File: config.mk
export PLATFORM = sky130hd
export DESIGN_NAME = bus_trigger_unit
export DESIGN_NICKNAME = d
export VERILOG_FILES = /design/src/rtl/btu_pkg.sv /design/src/rtl/btu_regs.sv /design/src/rtl/btu_match.sv /design/src/rtl/btu_qualify.sv /design/src/rtl/btu_seq.sv /design/src/rtl/bus_trigger_unit.sv
export SDC_FILE = /design/constraint.sdc
export NUM_CORES = 1
export LEC_CHECK = 0
export ABC_AREA = 1
export BUFFER_PORTS_ARGS = -buffer_cell sky130_fd_sc_hd__buf_2
export CAP_MARGIN = 20
export CORE_MARGIN = 8
export CORE_UTILIZATION = 45
export CTS_CLUSTER_SIZE = 20
export DETAILED_ROUTE_END_ITERATION = 16
export GPL_TIMING_DRIVEN = 1
export PLACE_DENSITY = 0.66
export SLEW_MARGIN = 30
export SYNTH_ARGS = -nofsm -noshare
export SYNTH_HDL_FRONTEND = slang
export SYNTH_HIERARCHICAL = 1
export SYNTH_SLANG_ARGS = --single-unit
File: constraint.sdc
create_clock -name clk -period 4.2 [get_ports clk]
set_input_delay 1.26 -clock clk [delete_from_list [all_inputs] [get_ports clk]]
set_output_delay 1.26 -clock clk [all_outputs]
set_load 0.1 [all_outputs]
File: src/rtl/btu_pkg.sv
// Shared constants of the bus-watch trigger unit: register selects,
// control field positions and trigger mode codes.
package btu_pkg;
    localparam logic [1:0] SEL_CTRL = 2'd0;
    localparam logic [1:0] SEL_CMPA = 2'd1;
    localparam logic [1:0] SEL_CMPB = 2'd2;
    localparam logic [1:0] SEL_CMD  = 2'd3;

    localparam int CTRL_TAG_BIT   = 7;
    localparam int CTRL_BEGIN_BIT = 6;

    localparam logic [3:0] MODE_A_ONLY     = 4'd0;
    localparam logic [3:0] MODE_A_OR_B     = 4'd1;
    localparam logic [3:0] MODE_A_THEN_B   = 4'd2;
    localparam logic [3:0] MODE_EVENT_B    = 4'd3;
    localparam logic [3:0] MODE_A_THEN_EVB = 4'd4;
    localparam logic [3:0] MODE_A_AND_BD   = 4'd5;
    localparam logic [3:0] MODE_A_NOT_BD   = 4'd6;
    localparam logic [3:0] MODE_INSIDE     = 4'd7;
    localparam logic [3:0] MODE_OUTSIDE    = 4'd8;
endpackage

File: src/rtl/btu_regs.sv
// Register block: holds the control fields and both comparators, and
// decodes the arm/disarm command. Assumes at most one write per cycle.
// The control register is locked while a run is armed.
module btu_regs
    import btu_pkg::*;
#(
    parameter int ADDR_W = 16
) (
    input  logic              clk,
    input  logic              rst_n,
    input  logic              reg_we,
    input  logic [1:0]        reg_sel,
    input  logic [ADDR_W-1:0] reg_wdata,
    input  logic              armed,
    input  logic              done,
    output logic              tag_mode,
    output logic              begin_sel,
    output logic [3:0]        mode,
    output logic [ADDR_W-1:0] cmp_a,
    output logic [ADDR_W-1:0] cmp_b,
    output logic              arm_req,
    output logic              disarm_req,
    output logic [ADDR_W-1:0] reg_rdata
);
    logic ctrl_wr;

    assign ctrl_wr = reg_we && (reg_sel == SEL_CTRL) && !armed;

    // Store the register fields; the control write is dropped while armed.
    always_ff @(posedge clk) begin
        if (!rst_n) begin
            tag_mode  <= 1'b0;
            begin_sel <= 1'b0;
            mode      <= 4'd0;
            cmp_a     <= '0;
            cmp_b     <= '0;
        end else begin
            if (ctrl_wr) begin
                tag_mode  <= reg_wdata[CTRL_TAG_BIT];
                begin_sel <= reg_wdata[CTRL_BEGIN_BIT];
                mode      <= reg_wdata[3:0];
            end
            if (reg_we && reg_sel == SEL_CMPA) cmp_a <= reg_wdata;
            if (reg_we && reg_sel == SEL_CMPB) cmp_b <= reg_wdata;
        end
    end

    // Decode the command register into arm and disarm pulses.
    always_comb begin
        arm_req    = reg_we && (reg_sel == SEL_CMD) && reg_wdata[0];
        disarm_req = reg_we && (reg_sel == SEL_CMD) && !reg_wdata[0];
    end

    // Read multiplexer; unused control bits read as zero.
    always_comb begin
        reg_rdata = '0;
        case (reg_sel)
            SEL_CTRL: begin
                reg_rdata[CTRL_TAG_BIT]   = tag_mode;
                reg_rdata[CTRL_BEGIN_BIT] = begin_sel;
                reg_rdata[3:0]            = mode;
            end
            SEL_CMPA: reg_rdata = cmp_a;
            SEL_CMPB: reg_rdata = cmp_b;
            default: begin
                reg_rdata[0] = armed;
                reg_rdata[1] = done;
            end
        endcase
    end


    ctrl_locked_chk: assert property (@(posedge clk) disable iff (!rst_n)
        (reg_we && reg_sel == SEL_CTRL && armed) |=>
            ($stable(mode) && $stable(tag_mode) && $stable(begin_sel)));
endmodule

File: src/rtl/btu_match.sv
// Comparator and mode decoder: for one bus access, computes the raw A-side
// and B-side hits that the selected mode defines. Purely combinational;
// the data compare uses the low DATA_W bits of comparator B.
module btu_match
    import btu_pkg::*;
#(
    parameter int ADDR_W = 16,
    parameter int DATA_W = 8
) (
    input  logic [3:0]        mode,
    input  logic [ADDR_W-1:0] cmp_a,
    input  logic [ADDR_W-1:0] cmp_b,
    input  logic [ADDR_W-1:0] bus_addr,
    input  logic [DATA_W-1:0] bus_data,
    output logic              hit_a,
    output logic              hit_b
);
    logic eq_a, eq_b, eq_bd, in_win;

    // Raw comparisons shared by all modes.
    always_comb begin
        eq_a   = (bus_addr == cmp_a);
        eq_b   = (bus_addr == cmp_b);
        eq_bd  = (bus_data == cmp_b[DATA_W-1:0]);
        in_win = (bus_addr >= cmp_a) && (bus_addr <= cmp_b);
    end

    // Map the mode onto the A-side and B-side hits.
    always_comb begin
        hit_a = 1'b0;
        hit_b = 1'b0;
        case (mode)
            MODE_A_ONLY:     hit_a = eq_a;
            MODE_A_OR_B:     hit_a = eq_a || eq_b;
            MODE_A_THEN_B:   begin hit_a = eq_a; hit_b = eq_b; end
            MODE_EVENT_B:    hit_b = eq_b;
            MODE_A_THEN_EVB: begin hit_a = eq_a; hit_b = eq_b; end
            MODE_A_AND_BD:   hit_a = eq_a && eq_bd;
            MODE_A_NOT_BD:   hit_a = eq_a && !eq_bd;
            MODE_INSIDE:     hit_a = in_win;
            MODE_OUTSIDE:    hit_a = !in_win;
            default:         ;
        endcase
    end
endmodule

File: src/rtl/btu_qualify.sv
// Force/tag qualification. In force mode a hit on a valid access becomes
// an event at once. In tag mode a matching fetch records a single tag,
// which becomes an event on exec_go and is dropped on flush. Assumes
// exec_go refers to the most recently tagged opcode.
module btu_qualify #(
    parameter int DATA_W = 8
) (
    input  logic              clk,
    input  logic              rst_n,
    input  logic              tag_mode,
    input  logic              armed,
    input  logic              bus_valid,
    input  logic              bus_fetch,
    input  logic              hit_a,
    input  logic              hit_b,
    input  logic [DATA_W-1:0] bus_data,
    input  logic              exec_go,
    input  logic              flush,
    output logic              ev_a,
    output logic              ev_b,
    output logic [DATA_W-1:0] ev_data
);
    logic              tag_v, tag_a, tag_b;
    logic [DATA_W-1:0] tag_d;
    logic              record;

    assign record = tag_mode && bus_valid && bus_fetch && (hit_a || hit_b);

    // Hold the pending tag; a new fetch wins over an exec/flush of the old one.
    always_ff @(posedge clk) begin
        if (!rst_n) begin
            tag_v <= 1'b0;
            tag_a <= 1'b0;
            tag_b <= 1'b0;
            tag_d <= '0;
        end else if (!armed) begin
            tag_v <= 1'b0;
        end else if (record) begin
            tag_v <= 1'b1;
            tag_a <= hit_a;
            tag_b <= hit_b;
            tag_d <= bus_data;
        end else if (exec_go || flush) begin
            tag_v <= 1'b0;
        end
    end

    // Select the event source for the current trigger type.
    always_comb begin
        if (tag_mode) begin
            ev_a    = armed && exec_go && tag_v && tag_a;
            ev_b    = armed && exec_go && tag_v && tag_b;
            ev_data = tag_d;
        end else begin
            ev_a    = armed && bus_valid && hit_a;
            ev_b    = armed && bus_valid && hit_b;
            ev_data = bus_data;
        end
    end


    flush_drops_tag_chk: assert property (@(posedge clk) disable iff (!rst_n)
        (flush && !(bus_valid && bus_fetch)) |=> !tag_v);
endmodule

File: src/rtl/btu_seq.sv
// Run control: arm state, two-step sequence flag, begin/end trace control,
// trace buffer write strobe and entry counting. Assumes the control fields
// do not change while armed.
module btu_seq
    import btu_pkg::*;
#(
    parameter int ADDR_W = 16,
    parameter int DATA_W = 8,
    parameter int DEPTH  = 8
) (
    input  logic              clk,
    input  logic              rst_n,
    input  logic              arm_req,
    input  logic              disarm_req,
    input  logic [3:0]        mode,
    input  logic              begin_sel,
    input  logic              ev_a,
    input  logic              ev_b,
    input  logic [DATA_W-1:0] ev_data,
    input  logic              bus_valid,
    input  logic [ADDR_W-1:0] bus_addr,
    output logic              armed,
    output logic              done,
    output logic              trig_evt,
    output logic              fifo_we,
    output logic [ADDR_W-1:0] fifo_wdata
);
    localparam int CNT_W = $clog2(DEPTH + 1);
    localparam logic [CNT_W-1:0] LAST = CNT_W'(DEPTH - 1);

    logic             seq_q, started_q;
    logic [CNT_W-1:0] cnt_q;
    logic             ev_only, two_step, begin_run;
    logic             eo_hit, main_hit, last_entry, finish;

    // Classify the mode and form the trigger condition.
    always_comb begin
        ev_only   = (mode == MODE_EVENT_B) || (mode == MODE_A_THEN_EVB);
        two_step  = (mode == MODE_A_THEN_B) || (mode == MODE_A_THEN_EVB);
        begin_run = ev_only || begin_sel;
        eo_hit    = ev_only && ev_b && ((mode == MODE_EVENT_B) || seq_q);
        main_hit  = (mode == MODE_A_THEN_B) ? (seq_q && ev_b) : (!ev_only && ev_a);
        trig_evt  = armed && (ev_only ? eo_hit : (main_hit && !started_q));
    end

    // Drive the trace buffer according to the trace direction.
    always_comb begin
        if (ev_only) begin
            fifo_we    = armed && eo_hit;
            fifo_wdata = ADDR_W'(ev_data);
        end else if (begin_run) begin
            fifo_we    = armed && started_q && bus_valid;
            fifo_wdata = bus_addr;
        end else begin
            fifo_we    = armed && bus_valid;
            fifo_wdata = bus_addr;
        end
        last_entry = begin_run && fifo_we && (cnt_q == LAST);
        finish     = last_entry || (!begin_run && trig_evt);
    end

    // Advance arm, sequence, capture and count state.
    always_ff @(posedge clk) begin
        if (!rst_n) begin
            armed     <= 1'b0;
            done      <= 1'b0;
            seq_q     <= 1'b0;
            started_q <= 1'b0;
            cnt_q     <= '0;
        end else if (arm_req) begin
            armed     <= 1'b1;
            done      <= 1'b0;
            seq_q     <= 1'b0;
            started_q <= 1'b0;
            cnt_q     <= '0;
        end else if (disarm_req) begin
            armed     <= 1'b0;
            seq_q     <= 1'b0;
            started_q <= 1'b0;
        end else if (armed) begin
            if (finish) begin
                armed     <= 1'b0;
                done      <= 1'b1;
                seq_q     <= 1'b0;
                started_q <= 1'b0;
            end else begin
                if (two_step && ev_a) seq_q <= 1'b1;
                if (!ev_only && begin_run && trig_evt) started_q <= 1'b1;
                if (begin_run && fifo_we) cnt_q <= cnt_q + 1'b1;
            end
        end
    end


    end_trace_stop_chk: assert property (@(posedge clk) disable iff (!rst_n)
        (!begin_run && trig_evt && !arm_req && !disarm_req) |=> (!armed && done));

    armed_not_done_chk: assert property (@(posedge clk) disable iff (!rst_n)
        armed |-> !done);

    bad_mode_quiet_chk: assert property (@(posedge clk) disable iff (!rst_n)
        (mode > MODE_OUTSIDE) |-> !trig_evt);

    count_bound_chk: assert property (@(posedge clk) disable iff (!rst_n)
        cnt_q < CNT_W'(DEPTH));

    seq_idle_clear_chk: assert property (@(posedge clk) disable iff (!rst_n)
        !armed |-> !seq_q);
endmodule

File: src/rtl/bus_trigger_unit.sv
// Top of the bus-watch debug trigger unit: register block, comparator and
// mode decoder, force/tag qualification and run control. Assumes one bus
// access per cycle at most and ADDR_W >= DATA_W.
module bus_trigger_unit #(
    parameter int ADDR_W = 16,
    parameter int DATA_W = 8,
    parameter int DEPTH  = 8
) (
    input  logic              clk,
    input  logic              rst_n,
    input  logic              reg_we,
    input  logic [1:0]        reg_sel,
    input  logic [ADDR_W-1:0] reg_wdata,
    output logic [ADDR_W-1:0] reg_rdata,
    input  logic              bus_valid,
    input  logic              bus_fetch,
    input  logic [ADDR_W-1:0] bus_addr,
    input  logic [DATA_W-1:0] bus_data,
    input  logic              exec_go,
    input  logic              flush,
    output logic              trig_evt,
    output logic              fifo_we,
    output logic [ADDR_W-1:0] fifo_wdata,
    output logic              armed,
    output logic              done
);
    logic              tag_mode, begin_sel, arm_req, disarm_req;
    logic [3:0]        mode;
    logic [ADDR_W-1:0] cmp_a, cmp_b;
    logic              hit_a, hit_b, ev_a, ev_b;
    logic [DATA_W-1:0] ev_data;

    btu_regs #(.ADDR_W(ADDR_W)) u_regs (
        .clk(clk), .rst_n(rst_n), .reg_we(reg_we), .reg_sel(reg_sel),
        .reg_wdata(reg_wdata), .armed(armed), .done(done),
        .tag_mode(tag_mode), .begin_sel(begin_sel), .mode(mode),
        .cmp_a(cmp_a), .cmp_b(cmp_b), .arm_req(arm_req),
        .disarm_req(disarm_req), .reg_rdata(reg_rdata)
    );

    btu_match #(.ADDR_W(ADDR_W), .DATA_W(DATA_W)) u_match (
        .mode(mode), .cmp_a(cmp_a), .cmp_b(cmp_b), .bus_addr(bus_addr),
        .bus_data(bus_data), .hit_a(hit_a), .hit_b(hit_b)
    );

    btu_qualify #(.DATA_W(DATA_W)) u_qual (
        .clk(clk), .rst_n(rst_n), .tag_mode(tag_mode), .armed(armed),
        .bus_valid(bus_valid), .bus_fetch(bus_fetch), .hit_a(hit_a),
        .hit_b(hit_b), .bus_data(bus_data), .exec_go(exec_go),
        .flush(flush), .ev_a(ev_a), .ev_b(ev_b), .ev_data(ev_data)
    );

    btu_seq #(.ADDR_W(ADDR_W), .DATA_W(DATA_W), .DEPTH(DEPTH)) u_seq (
        .clk(clk), .rst_n(rst_n), .arm_req(arm_req), .disarm_req(disarm_req),
        .mode(mode), .begin_sel(begin_sel), .ev_a(ev_a), .ev_b(ev_b),
        .ev_data(ev_data), .bus_valid(bus_valid), .bus_addr(bus_addr),
        .armed(armed), .done(done), .trig_evt(trig_evt),
        .fifo_we(fifo_we), .fifo_wdata(fifo_wdata)
    );
endmodule

Word level (Yosys, flattened, before mapping)
Index checks and enable logic that the tools add are counted.
- register bits after elaboration: 57
- word-level logic and storage cells: 125
- $add $sub $neg: 1
- order comparisons: 2
- eq/ne operators: 15
- muxes and demuxes: 25
- bitwise logic cells: 3
- reductions and logical operators: 65
- operators with widths (operator ; count):
    $logic_and A1 B1 Y1 ; 35
    $eq A16 B16 Y1 ; 2
    $eq A4 B3 Y1 const B ; 5
    $pmux W2 S3 ; 3
    $mux W1 ; 17
    $ge A16 B16 Y1 ; 1
    $le A16 B16 Y1 ; 1
    $mux W16 ; 1
    $pmux W8 S2 ; 1
    $reduce_or A3 Y1 ; 3
    $eq A4 B2 Y1 const B ; 2
    $eq A8 B8 Y1 ; 1
    $logic_or A1 B1 Y1 ; 8
    $mux W8 ; 1
    $reduce_and A2 Y1 ; 4
    $logic_not A1 Y1 ; 7
    $pmux W1 S6 ; 1
    $reduce_bool A2 Y1 ; 3
    $add A4 B1 Y4 const B ; 1
    $eq A2 B2 Y1 const B ; 2
    $eq A4 B1 Y1 const B ; 1
    $eq A4 B4 Y1 const B ; 1
    $logic_not A4 Y1 ; 1
    $pmux W2 S2 ; 1
    6 further kinds ; 8

Depth between registers and ports, before layout
- depth after elaboration: 17
- depth in mapped cells: 25
- depth with buffers taken out: 25

Cells and area by module
Netlist, hierarchy kept.
- by module, submodules not included (module ; times used ; cells each ; area an instance (um^2)):
    btu_regs ; 1 ; 263 ; 1799.2
    btu_match ; 1 ; 206 ; 1179.9
    btu_seq ; 1 ; 137 ; 812.0
    btu_qualify ; 1 ; 119 ; 733.2

Worst setup path before layout
Ideal clock, no wire load.
- kind: input -> output
- from: input bus_addr[15]
- to: output trig_evt
- arrival time: 4.141 ns
- path slack: -1.201 ns
- stages: 13
- buffers on the path: 0
- cells stage by stage: ha_1 > nand2_2 > nor3_2 > nand4_1 > nor2_1 > nand3_1 > o31ai_1 > nand2_1 > inv_1 > nand3_1 > nand2_1 > inv_2 > a21oi_1
- elaborated cells between the ends (all ways): 23
- those cells by class: order compare (2); eq/ne (2); mux (6); reduce/logical (13)
- RTL lines (item ; RTL line ; RTL):
    start, declared ; bus_trigger_unit.sv:17 ; input logic [ADDR_W-1:0] bus_addr,
    $eq A16 B16 Y1 * ; btu_match.sv:23 ; eq_b = (bus_addr == cmp_b);
    $mux W1 * ; btu_match.sv:32 ; case (mode)
    via hit_b ; bus_trigger_unit.sv:30 ; logic hit_a, hit_b, ev_a, ev_b;
    $logic_and A1 B1 Y1 * ; btu_qualify.sv:56 ; ev_b = armed && bus_valid && hit_b;
    $mux W1 * ; btu_qualify.sv:50 ; if (tag_mode) begin
    via ev_b ; bus_trigger_unit.sv:30 ;
    $logic_and A1 B1 Y1 ; btu_seq.sv:42 ; main_hit = (mode == MODE_A_THEN_B) ? (seq_q && ev_b) : (!ev_only && ev_a);
    $mux W1 ; btu_seq.sv:42 ;
    $logic_and A1 B1 Y1 ; btu_seq.sv:43 ; trig_evt = armed && (ev_only ? eo_hit : (main_hit && !started_q));
    $mux W1 * ; btu_seq.sv:43 ;
    $logic_and A1 B1 Y1 * ; btu_seq.sv:43 ;
    end, declared ; bus_trigger_unit.sv:21 ; output logic trig_evt,
Mark *: on every way through the listed nets, which the timed path passes. The rest lies on a longest branch.

Worst setup path in the final report
- from: input bus_addr[9]
- to: output trig_evt
Same word-level chain as after synthesis.

==> results.json <==
{
  "vias_per_cell": 4.97,
  "yosys.area_share.xor_xnor_pct": 1.16,
  "hold_class": "register to register",
  "reg2reg_slack_ps": 1010,
  "power.switching_mw": 0.638,
  "seq_area_frac_synth_pct": 25.2,
  "gp_congestion": 0.880,
  "final_util_pct": 61.3,
  "dp_cells": 941,
  "drt_wl_total_um": 13800,
  "r2r_start": "u_regs/cmp_b[10]$_SDFFE_PN0P_",
  "synth_top_family_by_area": "simple AND/OR/NAND/NOR gates",
  "netlist_top_cells_area": "dfxtp_1 25%, nand2_1 15%, nor2_1 11%",
  "synth_fa_ha_area_share_pct": 10.2,
  "combPwrFrac_pct": 32.5,
  "ys_types": 44,
  "num_antenna_cells": 0,
  "drive_gt1_share_pct": 25.4,
  "ys_warn_count": 6,
  "antenna_found_initial": 0,
  "p_int_mw": 0.940,
  "tightestPinTransition_ps": 585,
  "drcViolationCount": 0,
  "antenna_left": 0,
  "failed_checks": "setup timing",
  "area_growth_pct": 32.4,
  "crit_required_ps": 2940,
  "insertion_delay_ps": 350,
  "clkSlewWorstSetupHoldPaths_ps": 80,
  "crit_start": "bus_addr[9]",
  "grt_max_degree": 51,
  "grt_use_total_pct": 21.0,
  "ys_ff_latch": 57,
  "cts.sinks": 57,
  "power.density_mw_per_mm2": 263,
  "netlist_area_mm2": 0.00452,
  "min_from": "u_regs/cmp_a[14]$_SDFFE_PN0P_",
  "p_total_mw": 1.58,
  "post-route-min-period_ps": 4660,
  "fin_cells": 971,
  "fp.dieW_um": 116,
  "path_max_fanout": 2,
  "yosysMostFrequentCell": "nand2_1",
  "num_rows": 36,
  "nets": 919,
  "cts_tree": "done",
  "die_h_um": 116,
  "place_area_mm2": 0.00548,
  "setup_viol": 2,
  "synth_flop_cell": "dfxtp_1",
  "clock_power_share_pct": 30.5,
  "fin_skew_ps": 10.2,
  "yosys.area_share.simple_pct": 39.0,
  "avgSynthCellArea_um2": 6.24,
  "core_mm2": 0.00977,
  "setup_tns_ps": -799,
  "ios": 85,
  "start_kind": "input port",
  "post_drt_wl_per_cell_um": 14.2,
  "endpoint_kind": "output pin",
  "leakagePower_nw": 2.83,
  "clock_path_buffers": 2,
  "async_flop_share_pct": 0,
  "synth_top_area_share_pct": 25.2,
  "synthMuxAreaShare_pct": 0,
  "fin_ws_ps": -457,
  "syn_inst": 725,
  "slew_headroom_pct": 60.9,
  "fillerInstances": 916,
  "dieArea_mm2": 0.0135,
  "synth-edff-count": 0,
  "outcome": "finished with violations",
  "start_util_pct": 46.3,
  "final.period_utilization_pct": 111,
  "yosysTopAreaCell": "dfxtp_1",
  "first_pass_iters": 7,
  "drv_slew": 0,
  "io_buffers": 84,
  "grt_overflow": 0,
  "cts-root-buf": "clkbuf_8",
  "dpl.hpwl_um": 10300,
  "arrival_ps": 3400,
  "synth_commonest_cells": "186 x nand2_1, 130 x nor2_1, 123 x inv_1",
  "numCtsBuffers": 9,
  "ir_drop_uv": 183,
  "cts_htree_levels": 3,
  "postLayoutCellArea_mm2": 0.00599,
  "rsz0062_at_grt": "true",
  "syn-num-nets": 811,
  "seqPwrFrac_pct": 37.0,
  "via_count": 4823,
  "fmax_mhz": 215,
  "drtIter0Drc": 308,
  "max_cap_violations": 0,
  "synth_compound_area_share_pct": 9.57,
  "finalHoldViolCount": 0,
  "dpl_worst_slack_ps": -426,
  "first_global_vias": 4616,
  "grt_pass1_wl_um": 22400,
  "crit_type": "input port to output pin",
  "hold_ws_ps": 506,
  "power.share.switching_pct": 40.5
}
[area by class of cell]
cell class	count	area, um2	share of cell area [%]
timing repair buffer	116	981	16.4
sequential	57	1140	19.0
tap	133	166	2.78
clock inverter	7	56.3	0.940
clock buffer	9	124	2.07
inverter	132	520	8.69
multi-input combinational	517	3000	50.1
[state kept, by name (all words and copies together) (netlist names), 4 cells and up]
signal,flops
u_qual/tag_d,8
u_regs/cmp_a,16
u_regs/cmp_b,16
u_regs/mode,4
u_seq/cnt_q,4
[path summary, 6_finish.rpt]
| check | cells past startpoint | endpoint |
|---|---|---|
| hold / removal | 2 | u_regs/cmp_a[14]$_SDFFE_PN0P_ |
| hold reg to reg | 2 | u_regs/cmp_a[14]$_SDFFE_PN0P_ |
| setup reg to reg | 22 | u_qual/tag_b$_SDFFE_PN0P_ |
| setup / recovery | 15 | trig_evt |
[layer usage]
| layer | vias up | wire, um | track usage, % |
|---|---|---|---|
| met5 | - | 0 | 0 |
| met4 | 0 | 179 | 6.91 |
| met3 | 20 | 938 | 4.55 |
| met2 | 142 | 6450 | 33.5 |
| met1 | 2206 | 6270 | 27.5 |
| li1 | 2455 | - | - |
[placed cells by master, fill, tap and decap left out, types with 2 or more instances in the layout]
cell        Yosys  layout
a21oi_2         0       9
buf_8           0       3
nand2_8         2       2
a21oi_1        28      18
nand4_1        14      14
nand2_1       186     181
xnor2_1         5       5
dfxtp_1        57      57
o21ai_1         9       9
nand4_2         2       2
nand3_1        25      20
inv_2           3       5
buf_4           1      30
buf_12          2      18
inv_6           2       3
clkinv_2        1       2
o21ai_0        35      35
ha_4            0      13
clkinvlp_4      0       2
inv_1         123     120
clkbuf_8        0       9
nand2_4         5       6
buf_2           7      61
a31oi_1         2       2
buf_6           5       4
nor2_1        130     128
o21a_1          3       3
nor2_2          5       7
ha_1           37      24
nand3_2         4       9
clkinv_4        0       4
o31ai_4         0       2
nand2_2         7      11
nor2_4          4       4
[logic make-up after synthesis]
family          Yosys count
simple gates            392
buf+inv                 151
compound gates           82
flops                    57
fa+ha+maj                37
xor+xnor                  6
[critical path, cell delays in order]
cell and delay, ps:
buf_8 100, ha_4 250, nand4_1 170, nor3_4 220
nand4_1 170, nor2_2 190, nand3_2 110, o31ai_4 90
nand2_1 120, inv_2 100, nand3_2 90, nand2_1 90
inv_2 50, a21oi_4 180, buf_12 190
[power by group through the flow]
stage,Sequential [mW],Combinational [mW],Clock (mW)
2_1_floorplan,0.590,0.347,0
3_3_place_gp,0.595,0.469,0
3_5_place_dp,0.597,0.480,0
4_1_cts,0.584,0.502,0.495
5_1_grt,0.587,0.555,0.515
6_report,0.584,0.513,0.481
[timing repair]
item	4_1_cts	5_1_grt
hold endpoints to repair	0	0
buffers inserted	12	2
gates resized for setup	32	9
setup endpoints to repair	2	2
pin swaps	22	8
hold buffers	0	0
Power figures use the tool's default switching activity.
